[src/rtl/tipb_pkg.sv]
package tipb_pkg;
   localparam int unsigned RING_CNT = 4;

   localparam logic [1:0] RING_USER = 2'd0;
   localparam logic [1:0] RING_OS   = 2'd1;
   localparam logic [1:0] RING_POOL = 2'd2;
   localparam logic [1:0] RING_PHYS = 2'd3;

   localparam logic [1:0] PAGE_HW   = 2'd0;
   localparam logic [1:0] PAGE_USER = 2'd3;

   typedef enum logic [1:0] {
      FLD_PEND = 2'd0,
      FLD_CPPR = 2'd1,
      FLD_ACK  = 2'd2,
      FLD_RSVD = 2'd3
   } field_e;
endpackage

[src/rtl/tipb_prio_dec.sv]
module tipb_prio_dec #(
   parameter int unsigned LEVELS = 8,
   parameter int unsigned PW     = 8
) (
   input  logic [PW-1:0]     prio,
   output logic [LEVELS-1:0] bits
);
   always_comb begin
      bits = '0;
      for (int i = 0; i < LEVELS; i++)
         if (prio == PW'(LEVELS - 1 - i)) bits[i] = 1'b1;
   end
endmodule

[src/rtl/tipb_prio_enc.sv]
module tipb_prio_enc #(
   parameter int unsigned LEVELS = 8,
   parameter int unsigned PW     = 8
) (
   input  logic [LEVELS-1:0] bits,
   output logic [PW-1:0]     prio
);
   always_comb begin
      prio = '1;
      for (int i = 0; i < LEVELS; i++)
         if (bits[i]) prio = PW'(LEVELS - 1 - i);
   end
endmodule

[src/rtl/tipb_ring.sv]
module tipb_ring #(
   parameter int unsigned LEVELS = 8,
   parameter int unsigned PW     = 8
) (
   input  logic              clk,
   input  logic              rst_n,
   input  logic [LEVELS-1:0] ntf_bits,
   input  logic              wr_pend,
   input  logic              wr_cppr,
   input  logic              ack,
   input  logic [PW-1:0]     wdata,
   output logic [LEVELS-1:0] pend,
   output logic [PW-1:0]     cppr,
   output logic [PW-1:0]     fav
);
   logic [LEVELS-1:0] ack_bits;
   logic [LEVELS-1:0] pend_base;
   logic [LEVELS-1:0] pend_d;
   logic [PW-1:0]     cppr_d;

   tipb_prio_enc #(.LEVELS(LEVELS), .PW(PW)) u_enc (.bits(pend), .prio(fav));
   tipb_prio_dec #(.LEVELS(LEVELS), .PW(PW)) u_dec (.prio(fav), .bits(ack_bits));

   always_comb begin
      if (wr_pend)  pend_base = wdata[LEVELS-1:0];
      else if (ack) pend_base = pend & ~ack_bits;
      else          pend_base = pend;
      pend_d = pend_base | ntf_bits;

      if (wr_cppr)                 cppr_d = wdata;
      else if (ack && fav != '1)   cppr_d = fav;
      else                         cppr_d = cppr;
   end

   always_ff @(posedge clk) begin
      if (!rst_n) begin
         pend <= '0;
         cppr <= '1;
      end else begin
         pend <= pend_d;
         cppr <= cppr_d;
      end
   end
endmodule

[src/rtl/thread_irq_ctx.sv]
module thread_irq_ctx
   import tipb_pkg::*;
#(
   parameter int unsigned PRIO_LEVELS = 8,
   parameter int unsigned PRIO_W      = 8
) (
   input  logic              clk,
   input  logic              rst_n,
   input  logic              ntf_valid,
   input  logic [1:0]        ntf_ring,
   input  logic [PRIO_W-1:0] ntf_prio,
   input  logic              acc_valid,
   input  logic              acc_write,
   input  logic [1:0]        acc_page,
   input  logic [1:0]        acc_ring,
   input  logic [1:0]        acc_field,
   input  logic [PRIO_W-1:0] acc_wdata,
   output logic [PRIO_W-1:0] rdata,
   output logic              rvalid,
   output logic              hv_irq,
   output logic              os_irq
);
   if (PRIO_LEVELS > PRIO_W) begin : g_bad_width
      $error("PRIO_LEVELS must fit in PRIO_W bits");
   end
   if (PRIO_LEVELS >= (1 << PRIO_W) - 1) begin : g_bad_levels
      $error("all-ones priority must lie beyond the active levels");
   end

   logic [PRIO_LEVELS-1:0] ntf_dec;
   logic [PRIO_LEVELS-1:0] pend_a [RING_CNT];
   logic [PRIO_W-1:0]      cppr_a [RING_CNT];
   logic [PRIO_W-1:0]      fav_a  [RING_CNT];
   logic [RING_CNT-1:0]    allowed;
   logic                   rd_req;
   logic [PRIO_W-1:0]      rd_d;
   field_e                 fld;

   assign fld    = field_e'(acc_field);
   assign rd_req = acc_valid && !acc_write;

   tipb_prio_dec #(.LEVELS(PRIO_LEVELS), .PW(PRIO_W)) u_ntf_dec (
      .prio(ntf_prio), .bits(ntf_dec));

   for (genvar r = 0; r < RING_CNT; r++) begin : g_ring
      logic hit;
      assign allowed[r] = ({1'b0, acc_page} + 3'(r)) <= 3'd3;
      assign hit = acc_valid && acc_ring == 2'(r) && allowed[r];

      tipb_ring #(.LEVELS(PRIO_LEVELS), .PW(PRIO_W)) u_ring (
         .clk      (clk),
         .rst_n    (rst_n),
         .ntf_bits ((ntf_valid && ntf_ring == 2'(r)) ? ntf_dec : '0),
         .wr_pend  (hit && acc_write && fld == FLD_PEND),
         .wr_cppr  (hit && acc_write && fld == FLD_CPPR),
         .ack      (hit && !acc_write && fld == FLD_ACK),
         .wdata    (acc_wdata),
         .pend     (pend_a[r]),
         .cppr     (cppr_a[r]),
         .fav      (fav_a[r]));
   end

   always_comb begin
      rd_d = '0;
      if (rd_req && allowed[acc_ring]) begin
         case (fld)
            FLD_PEND: rd_d = PRIO_W'(pend_a[acc_ring]);
            FLD_CPPR: rd_d = cppr_a[acc_ring];
            FLD_ACK:  rd_d = fav_a[acc_ring];
            default:  rd_d = '0;
         endcase
      end
   end

   always_ff @(posedge clk) begin
      if (!rst_n) begin
         rdata  <= '0;
         rvalid <= 1'b0;
      end else begin
         rdata  <= rd_d;
         rvalid <= rd_req;
      end
   end

   assign hv_irq = (fav_a[RING_PHYS] < cppr_a[RING_PHYS]) ||
                   (fav_a[RING_POOL] < cppr_a[RING_POOL]);
   assign os_irq = fav_a[RING_OS] < cppr_a[RING_OS];
endmodule

[config.mk]
export PLATFORM = sky130hd
export DESIGN_NAME = thread_irq_ctx
export DESIGN_NICKNAME = d
export VERILOG_FILES = /design/src/rtl/tipb_pkg.sv /design/src/rtl/tipb_prio_dec.sv /design/src/rtl/tipb_prio_enc.sv /design/src/rtl/tipb_ring.sv /design/src/rtl/thread_irq_ctx.sv
export SDC_FILE = /design/constraint.sdc
export NUM_CORES = 1
export LEC_CHECK = 0
export BUFFER_PORTS_ARGS = -buffer_cell sky130_fd_sc_hd__buf_2
export CAP_MARGIN = 20
export CORE_UTILIZATION = 45
export DETAILED_ROUTE_END_ITERATION = 16
export PLACE_DENSITY = 0.65
export SETUP_SLACK_MARGIN = 0.15
export SLEW_MARGIN = 10
export SYNTH_ARGS = -nofsm -noshare
export SYNTH_HDL_FRONTEND = slang
export SYNTH_SLANG_ARGS = --single-unit
[constraint.sdc]
create_clock -name clk -period 2.1 [get_ports clk]
set_input_delay 0.105 -clock clk [delete_from_list [all_inputs] [get_ports clk]]
set_output_delay 0.105 -clock clk [all_outputs]
set_load 0.005 [all_outputs]
==> impl_metrics.env, run 1 <==
export IMPL_port_buffers=39
export IMPL_synth_area_leaders="dfxtp_1, mux4_2, a221o_1, nand2_1, a21oi_1"
export IMPL_die_h_um=104.5
export IMPL_synthCells=543
export IMPL_clkSinkCount=73
export IMPL_clk_latency_ns=0.38
export IMPL_period_needed_ns=2.461
export IMPL_ys_top_cells_by_count="dfxtp_1, nand2_1, a21oi_1, nor2_1, inv_1"
export IMPL_cts_root_buffer="clkbuf_8"
export IMPL_fin_ws_ns=-0.3610
export IMPL_clk_path_buf_depth=2
export IMPL_ioPinCount=40
export IMPL_place_hpwl_um=12760
export IMPL_start_util=0.4619
export IMPL_cts_made_buffers=9
export IMPL_overflow=0
export IMPL_syn_area_um2=4726
export IMPL_die_w_um=104.5
export IMPL_dr_pass1_iters=7
export IMPL_yosysMostFrequentCell="dfxtp_1"
export IMPL_hold_path_startpoint="rst_n"
export IMPL_vias=5102
export IMPL_yosysTopAreaCell="dfxtp_1"
export IMPL_setup_worst_path_end_class="primary output"
export IMPL_finalPower_mw=2.910
export IMPL_ctsHoldBuffers=0
export IMPL_drt_iter0_drc=521
export IMPL_area_delta_synth_final_pct=29.23
export IMPL_slew_headroom=0.5679
export IMPL_holdPathStages=3
export IMPL_reg2reg_to="rdata[7]$_SDFF_PN0_"
export IMPL_fin_skew_ns=0.01526
export IMPL_syn_avg_cell_area_um2=8.703
export IMPL_cp_required_ns=2.00
export IMPL_drive_gt1_frac=0.3547
export IMPL_hold_class="input pin to flop"
export IMPL_synth_edf_count=0
export IMPL_rr_worst_depth=8
export IMPL_cts_tree="done"
export IMPL_reg2reg_from="g_ring[3].u_ring.pend[4]$_SDFF_PN0_"
export IMPL_period_share=1.172
export IMPL_wire_per_inst_um=21.75
export IMPL_setup_viol=7
export IMPL_totalWireLength_um=17180
export IMPL_grt_max_degree=52
export IMPL_tightest_slew_ns=0.6423
export IMPL_antenna_found_initial=0
export IMPL_nets=693
export IMPL_grt_pass1_vias=4885
export IMPL_viasPerCell=6.458
export IMPL_worstPathArrival_ns=2.36
export IMPL_ys_types=66
export IMPL_drc=0
export IMPL_synth_seq_cells=73
export IMPL_grt_pass1_wl_um=26580
export IMPL_failed_checks="setup timing"
export IMPL_cp_start_kind="flop"
export IMPL_min_to="rvalid$_SDFF_PN0_"
export IMPL_status="finished, violations left"
export IMPL_globalplace_congestion=1.025
export IMPL_r2r_slack_ns=-0.19
export IMPL_synth_flop_cell="dfxtp_1"
export IMPL_fp_coreArea_um2=10230
export IMPL_power_density_nw_per_um2=476.5
export IMPL_clkSlewWorstSetupHoldPaths_ns=0.09
export IMPL_ant_nets=0
export IMPL_async_flop_share=0
export IMPL_place_area_um2=5543
export IMPL_ys_warn_count=0
export IMPL_max_vdd_ir_drop_uv=275.5
export IMPL_clock_fmax_mhz=406.3
export IMPL_grt_total_usage=0.3204
export IMPL_hold_viol=0
export IMPL_fin_area_um2=6107
export IMPL_num_rows=37
export IMPL_rsz0062_at_grt="yes"
export IMPL_fillers=911
export IMPL_synth_nets=587
export IMPL_die_area_um2=10920
export IMPL_cp_max_fo=2
export IMPL_crit_type="flop to primary output"
export IMPL_antenna_cells=0
export IMPL_cts_max_level=3
export IMPL_ys_seq_area_frac=0.3092
export IMPL_power_leakage_nw=2.503
export IMPL_final_max_slew_viol_count=0
export IMPL_drv_cap=0
export IMPL_yosysTopAreaCellShare=0.3092
[layout make-up]
class / count / area, um^2 / share of cell area
multi-input combinational: 398 / 3223 / 0.5278
clock buffer: 9 / 123.9 / 0.02028
clock inverter: 7 / 61.31 / 0.01004
timing repair buffer: 130 / 904.6 / 0.1481
sequential: 73 / 1483 / 0.2428
tap: 136 / 170.2 / 0.02786
inverter: 37 / 141.4 / 0.02315
[registers in the layout (all words and copies together), names as in the netlist]
signal,cells
rvalid,1
g_ring.u_ring.pend,32
rdata,8
g_ring.u_ring.cppr,32
[report_power, final]
group / leakage, nW / internal, mW / switching [mW] / total, mW
Combinational: 1.82 / 0.166 / 0.242 / 0.408
Clock: 0.0888 / 0.452 / 0.650 / 1.10
Sequential: 0.597 / 1.39 / 0.00909 / 1.40
[cell families after synthesis]
| kind of cell | after synthesis | share of synthesized area |
|---|---|---|
| buffers and inverters | 72 | 0.06196 |
| adder cells (fa/ha/maj) | 15 | 0.03971 |
| flip-flops | 73 | 0.3092 |
| multiplexers | 30 | 0.1146 |
| AND/OR/NAND/NOR | 178 | 0.2108 |
| AO/OA/AOI/OAI | 175 | 0.2637 |
[how the worst max path moves through the flow]
stage | startpoint | end | slack (ns) | cells after the start
6_report | g_ring[3].u_ring.pend[4]$_SDFF_PN0_ | hv_irq | -0.36 | 9
5_1_grt | g_ring[3].u_ring.pend[4]$_SDFF_PN0_ | hv_irq | -0.44 | 9
4_1_cts | g_ring[2].u_ring.pend[7]$_SDFF_PN0_ | hv_irq | -0.36 | 9
3_5_place_dp | g_ring[3].u_ring.pend[4]$_SDFF_PN0_ | rdata[4]$_SDFF_PN0_ | -0.13 | 6
3_3_place_gp | g_ring[3].u_ring.pend[4]$_SDFF_PN0_ | hv_irq | -0.06 | 9
2_1_floorplan | g_ring[3].u_ring.pend[5]$_SDFF_PN0_ | hv_irq | 0.12 | 8
[through the flow]
step	cells	utilization	hold slack [ns]	TNS (ns)	setup slack, ns
finish	790	0.5969	0.08328	-1.382	-0.3610
global route	790	0.5969	0.08718	-1.898	-0.4417
detailed placement	761	0.5418	0.4501	-0.7759	-0.1299
global placement	761	0.5418	0.4510	-0.2780	-0.05545
floorplan	543	-	0.2043	0	0.1188
CTS	782	0.5764	0.06649	-0.9336	-0.3625
[cells in the final DEF, fill, tap and decap left out, drive strengths merged, types with 4 or more instances in the layout]
cell type and count:
clkbuf 9, a32oi 4, nor2 38, nor3b 7, a22oi 21, o21ai 24
o211ai 14, mux4 19, a221o 20, nor3 6, nand3b 4, a211oi 9
a21oi 38, a31oi 9, nand2 53, and3 6, nor2b 6, inv 39
mux2i 8, buf 130, nand3 15, nor4 12, nand2b 10, or4 4
dfxtp 73, ha 15, o311ai 6, a221oi 9
[critical path, stage by stage, from the launching register on]
cell,delay (ns)
dfxtp_2,0.34
nor4_4,0.34
nand2_2,0.15
inv_2,0.11
ha_4,0.21
a211oi_4,0.24
nand2_1,0.10
o221ai_2,0.19
a32o_1,0.19
buf_2,0.11
[metal layers]
metal	vias up	GRT usage	part of all wire
met1	2433	0.4248	0.40
met5	-	0	0
met4	0	0.1459	0.039
met2	322	0.4934	0.45
li1	2295	-	-
met3	52	0.07393	0.11
[repair_timing]
item,4_1_cts,5_1_grt
setup endpoints to repair,15,12
pin swaps,20,14
gates resized for setup,36,40
setup buffers,5,8
(Power assumes the default switching activity.)
==> inputs of run 2 (changes only) <==
--- a/config.mk
+++ b/config.mk
@@ -11,6 +11,7 @@
 export DETAILED_ROUTE_END_ITERATION = 16
 export PLACE_DENSITY = 0.65
 export SETUP_SLACK_MARGIN = 0.15
+export SKIP_CTS_REPAIR_TIMING = 1
 export SLEW_MARGIN = 10
 export SYNTH_ARGS = -nofsm -noshare
 export SYNTH_HDL_FRONTEND = slang
==> impl_metrics.env, run 2 (synthesized netlist as in run 1, its figures left out) <==
export IMPL_status="finished, violations left"
export IMPL_failed_checks="setup timing"
export IMPL_setup_worst_path_end_class="primary output"
export IMPL_clk_path_buf_depth=2
export IMPL_crit_type="flop to primary output"
export IMPL_cts_tree="done"
export IMPL_worstPathArrival_ns=2.39
export IMPL_fin_ws_ns=-0.3970
export IMPL_dr_pass1_iters=7
export IMPL_fin_skew_ns=0.01259
export IMPL_fillers=953
export IMPL_multiInputGateArea_um2=3138
export IMPL_cp_max_fo=4
export IMPL_place_hpwl_um=12760
export IMPL_antenna_cells=0
export IMPL_crit_path_start="g_ring[3].u_ring.pend[7]$_SDFF_PN0_"
export IMPL_cts_root_buffer="clkbuf_8"
export IMPL_viasPerCell=6.402
export IMPL_ant_nets=0
export IMPL_setup_viol=7
export IMPL_die_area_um2=10920
export IMPL_clkSinkCount=73
export IMPL_ioPinCount=40
export IMPL_globalplace_congestion=1.025
export IMPL_largestRegisters="g_ring.u_ring.cppr x32, g_ring.u_ring.pend x32, rdata x8"
export IMPL_slew_headroom=0.5724
export IMPL_cts_max_level=3
export IMPL_wire_per_inst_um=21.24
export IMPL_drc=0
export IMPL_hold_viol=0
export IMPL_fp_coreArea_um2=10230
export IMPL_totalWireLength_um=16650
export IMPL_grt_pass1_vias=4830
export IMPL_clkSlewWorstSetupHoldPaths_ns=0.09
export IMPL_clock_fmax_mhz=400.5
export IMPL_die_w_um=104.5
export IMPL_drv_cap=0
export IMPL_hold_path_startpoint="rst_n"
export IMPL_fin_cells=784
export IMPL_max_vdd_ir_drop_uv=272.8
export IMPL_antenna_found_initial=0
export IMPL_grt_total_usage=0.3158
export IMPL_final_max_slew_viol_count=0
export IMPL_period_share=1.189
export IMPL_tightest_slew_ns=0.6355
export IMPL_area_delta_synth_final_pct=25.63
export IMPL_cts_made_buffers=9
export IMPL_hold_class="input pin to flop"
export IMPL_port_buffers=39
export IMPL_power_leakage_nw=2.435
export IMPL_place_inst=761
export IMPL_grt_max_degree=52
export IMPL_vias=5019
export IMPL_power_density_nw_per_um2=485.9
export IMPL_drive_gt1_frac=0.3241
export IMPL_final_cell_mix="buf_4, dfxtp_1, nand2_1"
export IMPL_cp_start_kind="flop"
export IMPL_start_util=0.4619
export IMPL_overflow=0
export IMPL_reg2reg_from="g_ring[3].u_ring.pend[7]$_SDFF_PN0_"
export IMPL_grt_pass1_wl_um=26190
export IMPL_rsz0062_at_grt="yes"
export IMPL_ff_latch_area_um2=1469
export IMPL_nets=687
export IMPL_cp_required_ns=2.00
export IMPL_final_core_util=0.5803
export IMPL_die_h_um=104.5
export IMPL_num_rows=37
export IMPL_clk_latency_ns=0.37
export IMPL_drt_iter0_drc=509
export IMPL_mostFrequentLayoutCell="buf_4"
export IMPL_period_needed_ns=2.497
run 2: report_power, final:
| part | switching [mW] | internal [mW] |
|---|---|---|
| Sequential | 0.00851 | 1.39 |
| Combinational | 0.235 | 0.160 |
| Clock | 0.637 | 0.451 |
run 2: layer usage:
metal	wire length (um)	global-route usage
met1	6893	0.4335
met2	7353	0.4773
met3	1720	0.06078
met4	686	0.1449
met5	0	0
run 2: per-stage QoR:
stage / hold slack, ns / setup WS, ns / instance area (um^2) / power (mW) / TNS, ns
finish: 0.08788 / -0.3970 / 5937 / 2.885 / -1.216
global route: 0.1009 / -0.4792 / 5937 / 2.983 / -1.901
CTS: 0.06649 / -0.5141 / 5728 / 2.858 / -1.714
detailed placement: 0.4501 / -0.1299 / 5543 / 1.797 / -0.7759
global placement: 0.4510 / -0.05545 / 5543 / 1.791 / -0.2780
floorplan: 0.2043 / 0.1188 / 4746 / 1.647 / 0
run 2: worst paths after layout:
check,cells after the start,end,slack (ns)
worst min-delay path,3,rvalid$_SDFF_PN0_,0.09
worst min register to register,2,g_ring[0].u_ring.cppr[2]$_SDFFE_PN1P_,0.49
worst max register to register,7,rdata[7]$_SDFF_PN0_,-0.13
worst max-delay path,9,hv_irq,-0.40
run 2: critical path: stages (launching register included):
cell	delay (ns)
dfxtp_4	0.36
buf_4	0.14
or2_2	0.31
a21oi_4	0.18
ha_1	0.21
a211oi_2	0.06
a221oi_2	0.29
o221ai_2	0.12
a32o_1	0.24
buf_2	0.12
run 2: layout make-up:
type / count / share of cell area
Multi-Input combinational cell: 398 / 0.5286
Inverter: 37 / 0.02381
Clock inverter: 7 / 0.01033
Tap cell: 136 / 0.02866
Clock buffer: 9 / 0.02086
Timing Repair Buffer: 124 / 0.1404
Sequential cell: 73 / 0.2474
==> inputs of run 3 (changes only) <==
--- a/config.mk
+++ b/config.mk
@@ -8,11 +8,12 @@
 export BUFFER_PORTS_ARGS = -buffer_cell sky130_fd_sc_hd__buf_2
 export CAP_MARGIN = 20
 export CORE_UTILIZATION = 45
+export CTS_CLUSTER_SIZE = 28
 export DETAILED_ROUTE_END_ITERATION = 16
-export PLACE_DENSITY = 0.65
 export SETUP_SLACK_MARGIN = 0.15
 export SKIP_CTS_REPAIR_TIMING = 1
 export SLEW_MARGIN = 10
 export SYNTH_ARGS = -nofsm -noshare
 export SYNTH_HDL_FRONTEND = slang
+export SYNTH_HIERARCHICAL = 1
 export SYNTH_SLANG_ARGS = --single-unit
==> impl_metrics.env, run 3 <==
export IMPL_fp_coreArea_um2=14480
export IMPL_drive_gt1_frac=0.4371
export IMPL_final_max_slew_viol_count=0
export IMPL_mostFrequentLayoutCell="buf_4"
export IMPL_rr_worst_depth=10
export IMPL_pwr_share_comb=0.247
export IMPL_clkSlewWorstSetupHoldPaths_ns=0.06
export IMPL_clock_fmax_mhz=433.1
export IMPL_cpLargestDelayFamily="simple AND/OR/NAND/NOR gates"
export IMPL_ant_nets=0
export IMPL_crit_slowest_cell="dfxtp_4"
export IMPL_yosysMostFrequentCell="a21oi_1"
export IMPL_place_inst=998
export IMPL_hold_path_startpoint="acc_write"
export IMPL_port_buffers=39
export IMPL_clk_latency_ns=0.35
export IMPL_place_hpwl_um=15590
export IMPL_vias=6713
export IMPL_cp_required_ns=2.00
export IMPL_setup_worst_path_end_class="primary output"
export IMPL_ys_top_cells_by_count="a21oi_1, dfxtp_1, nand2b_1"
export IMPL_rsz0062_at_grt="yes"
export IMPL_power_switching_share=0.3126
export IMPL_reg2reg_to="g_ring[1].u_ring/pend[6]$_SDFF_PN0_"
export IMPL_clk_path_buf_depth=2
export IMPL_wl_met3_um=1828
export IMPL_wl_met2_um=10820
export IMPL_path_cells="nor4_4 -> and3_4 -> ha_4 -> a21oi_2 -> a21boi_1 -> o32ai_1 -> buf_2"
export IMPL_viasPerCell=6.387
export IMPL_die_w_um=123.5
export IMPL_crit_type="flop to primary output"
export IMPL_nets=912
export IMPL_cp_start_kind="flop"
export IMPL_setup_viol=7
export IMPL_holdPathStages=2
export IMPL_synth_seq_cells=73
export IMPL_ys_seq_area_frac=0.2201
export IMPL_yosysTopAreaCell="dfxtp_1"
export IMPL_grt_pass1_wl_um=32910
export IMPL_status="finished, violations left"
export IMPL_grt_pass1_vias=5823
export IMPL_async_flop_share=0
export IMPL_power_density_nw_per_um2=479.6
export IMPL_synth_nets=826
export IMPL_antenna_found_initial=1
export IMPL_r2r_slack_ns=-0.06
export IMPL_wire_per_inst_um=22.47
export IMPL_fin_ws_ns=-0.2092
export IMPL_clockPowerShare=0.394
export IMPL_period_needed_ns=2.309
export IMPL_globalplace_congestion=0.9431
export IMPL_reg2reg_from="g_ring[1].u_ring/pend[1]$_SDFF_PN0_"
export IMPL_overflow=0
export IMPL_max_vdd_ir_drop_uv=352.5
export IMPL_drt_iter0_drc=643
export IMPL_largestRegisters="g_ring.u_ring/cppr x32, g_ring.u_ring/pend x32, rdata x8"
export IMPL_fin_cells=1051
export IMPL_area_delta_synth_final_pct=29.70
export IMPL_ioPinCount=40
export IMPL_die_area_um2=15250
export IMPL_grt_total_usage=0.2940
export IMPL_yosysTopAreaCellShare=0.2201
export IMPL_drc=0
export IMPL_power_leakage_nw=3.191
export IMPL_totalWireLength_um=23620
export IMPL_worst_path_buf_inv=1
export IMPL_antenna_cells=0
export IMPL_final_cell_mix="buf_4, a21oi_1, nand2b_1"
export IMPL_failed_checks="setup timing"
export IMPL_cts_tree="done"
export IMPL_synth_area_leaders="dfxtp_1, mux4_2, a221oi_2, a21oi_1, nand2b_1"
export IMPL_tightest_slew_ns=0.9024
export IMPL_grt_max_degree=73
export IMPL_cp_max_fo=9
export IMPL_syn_area_um2=6640
export IMPL_clkSinkCount=73
export IMPL_die_h_um=123.5
export IMPL_ys_warn_count=6
export IMPL_finalPower_mw=4.130
export IMPL_top_layer_used="met4"
export IMPL_cts_root_buffer="clkbuf_16"
export IMPL_crit_path_start="g_ring[3].u_ring/pend[5]$_SDFF_PN0_"
export IMPL_hold_viol=0
export IMPL_min_to="rvalid$_SDFF_PN0_"
export IMPL_num_rows=44
export IMPL_synth_edf_count=0
export IMPL_cpPeakStageDelay_ns=0.37
export IMPL_cts_max_level=3
export IMPL_drt_met1_wl_um=10320
export IMPL_hold_class="input pin to flop"
export IMPL_period_share=1.100
export IMPL_seqPwrFrac=0.358
export IMPL_p_int_mw=2.839
export IMPL_fin_skew_ns=0.005781
export IMPL_dr_pass1_iters=5
export IMPL_ys_types=49
export IMPL_drv_cap=0
export IMPL_worstPathArrival_ns=2.20
export IMPL_cts_made_buffers=9
export IMPL_slew_headroom=0.3984
export IMPL_synthCells=776
export IMPL_dpl_worst_slack_ns=0.07340
export IMPL_hold_ws_ns=0.07807
export IMPL_p_sw_mw=1.291
export IMPL_synth_flop_cell="dfxtp_1"
export IMPL_start_util=0.4586
export IMPL_syn_avg_cell_area_um2=8.557
run 3: cell count changes after synthesis, moves of 17 or more:
cell,change
nand2b_1,+42
a21oi_1,+41
nor4_1,+37
or2_2,+35
nor3_1,+34
a221oi_2,+32
and2_1,+32
a21boi_0,+31
o31ai_1,+31
nand3b_1,+29
a22oi_1,-21
a221o_1,-20
o21ai_0,-20
buf_4,+17
run 3: cell type report:
class	count	area [um^2]
Fill cell	1205	5867
Multi-Input combinational cell	605	5328
Sequential cell	73	1536
Timing Repair Buffer	136	1079
Clock buffer	13	260.3
Tap cell	184	230.2
Inverter	37	138.9
Clock inverter	3	40.04
run 3: metrics by stage:
| stage | setup TNS (ns) | util | instance area [um^2] |
|---|---|---|---|
| 3_3_place_gp | 0 | 0.5085 | 7362 |
| 4_1_cts | -0.5286 | 0.5292 | 7662 |
| 3_5_place_dp | 0 | 0.5085 | 7362 |
| 6_report | -0.5294 | 0.5948 | 8612 |
| 5_1_grt | -1.473 | 0.5948 | 8612 |
| 2_1_floorplan | 0 | - | 6869 |
run 3: worst max path at each step:
stage,to,cells past startpoint
2_1_floorplan,g_ring[3].u_ring/cppr[3]$_SDFFE_PN1P_,7
3_3_place_gp,g_ring[3].u_ring/pend[5]$_SDFF_PN0_,7
3_5_place_dp,g_ring[3].u_ring/cppr[1]$_SDFFE_PN1P_,6
4_1_cts,hv_irq,7
5_1_grt,os_irq,8
6_report,hv_irq,7
run 3: per-layer routing:
layer	track usage	vias up
li1	-	3066
met1	0.4098	3279
met2	0.4476	320
met3	0.05535	48
met4	0.1107	0
met5	0	-
run 3: cells by family after synthesis:
logic type / synth area share
DFF: 0.2201
and+or+nand+nor: 0.3301
muxes: 0.09403
AOI/OAI and AO/OA: 0.2320
adders and majority gates: 0.03957
buffers and inverters: 0.08423
run 3: power by group through the flow:
stage,registers [mW],logic (mW),clock network (mW)
after global placement,1.51,0.823,0
after floorplan,1.48,0.629,0
after global routing,1.48,1.08,1.69
final,1.48,1.02,1.63
after CTS,1.47,0.846,1.64
after detailed placement,1.51,0.843,0
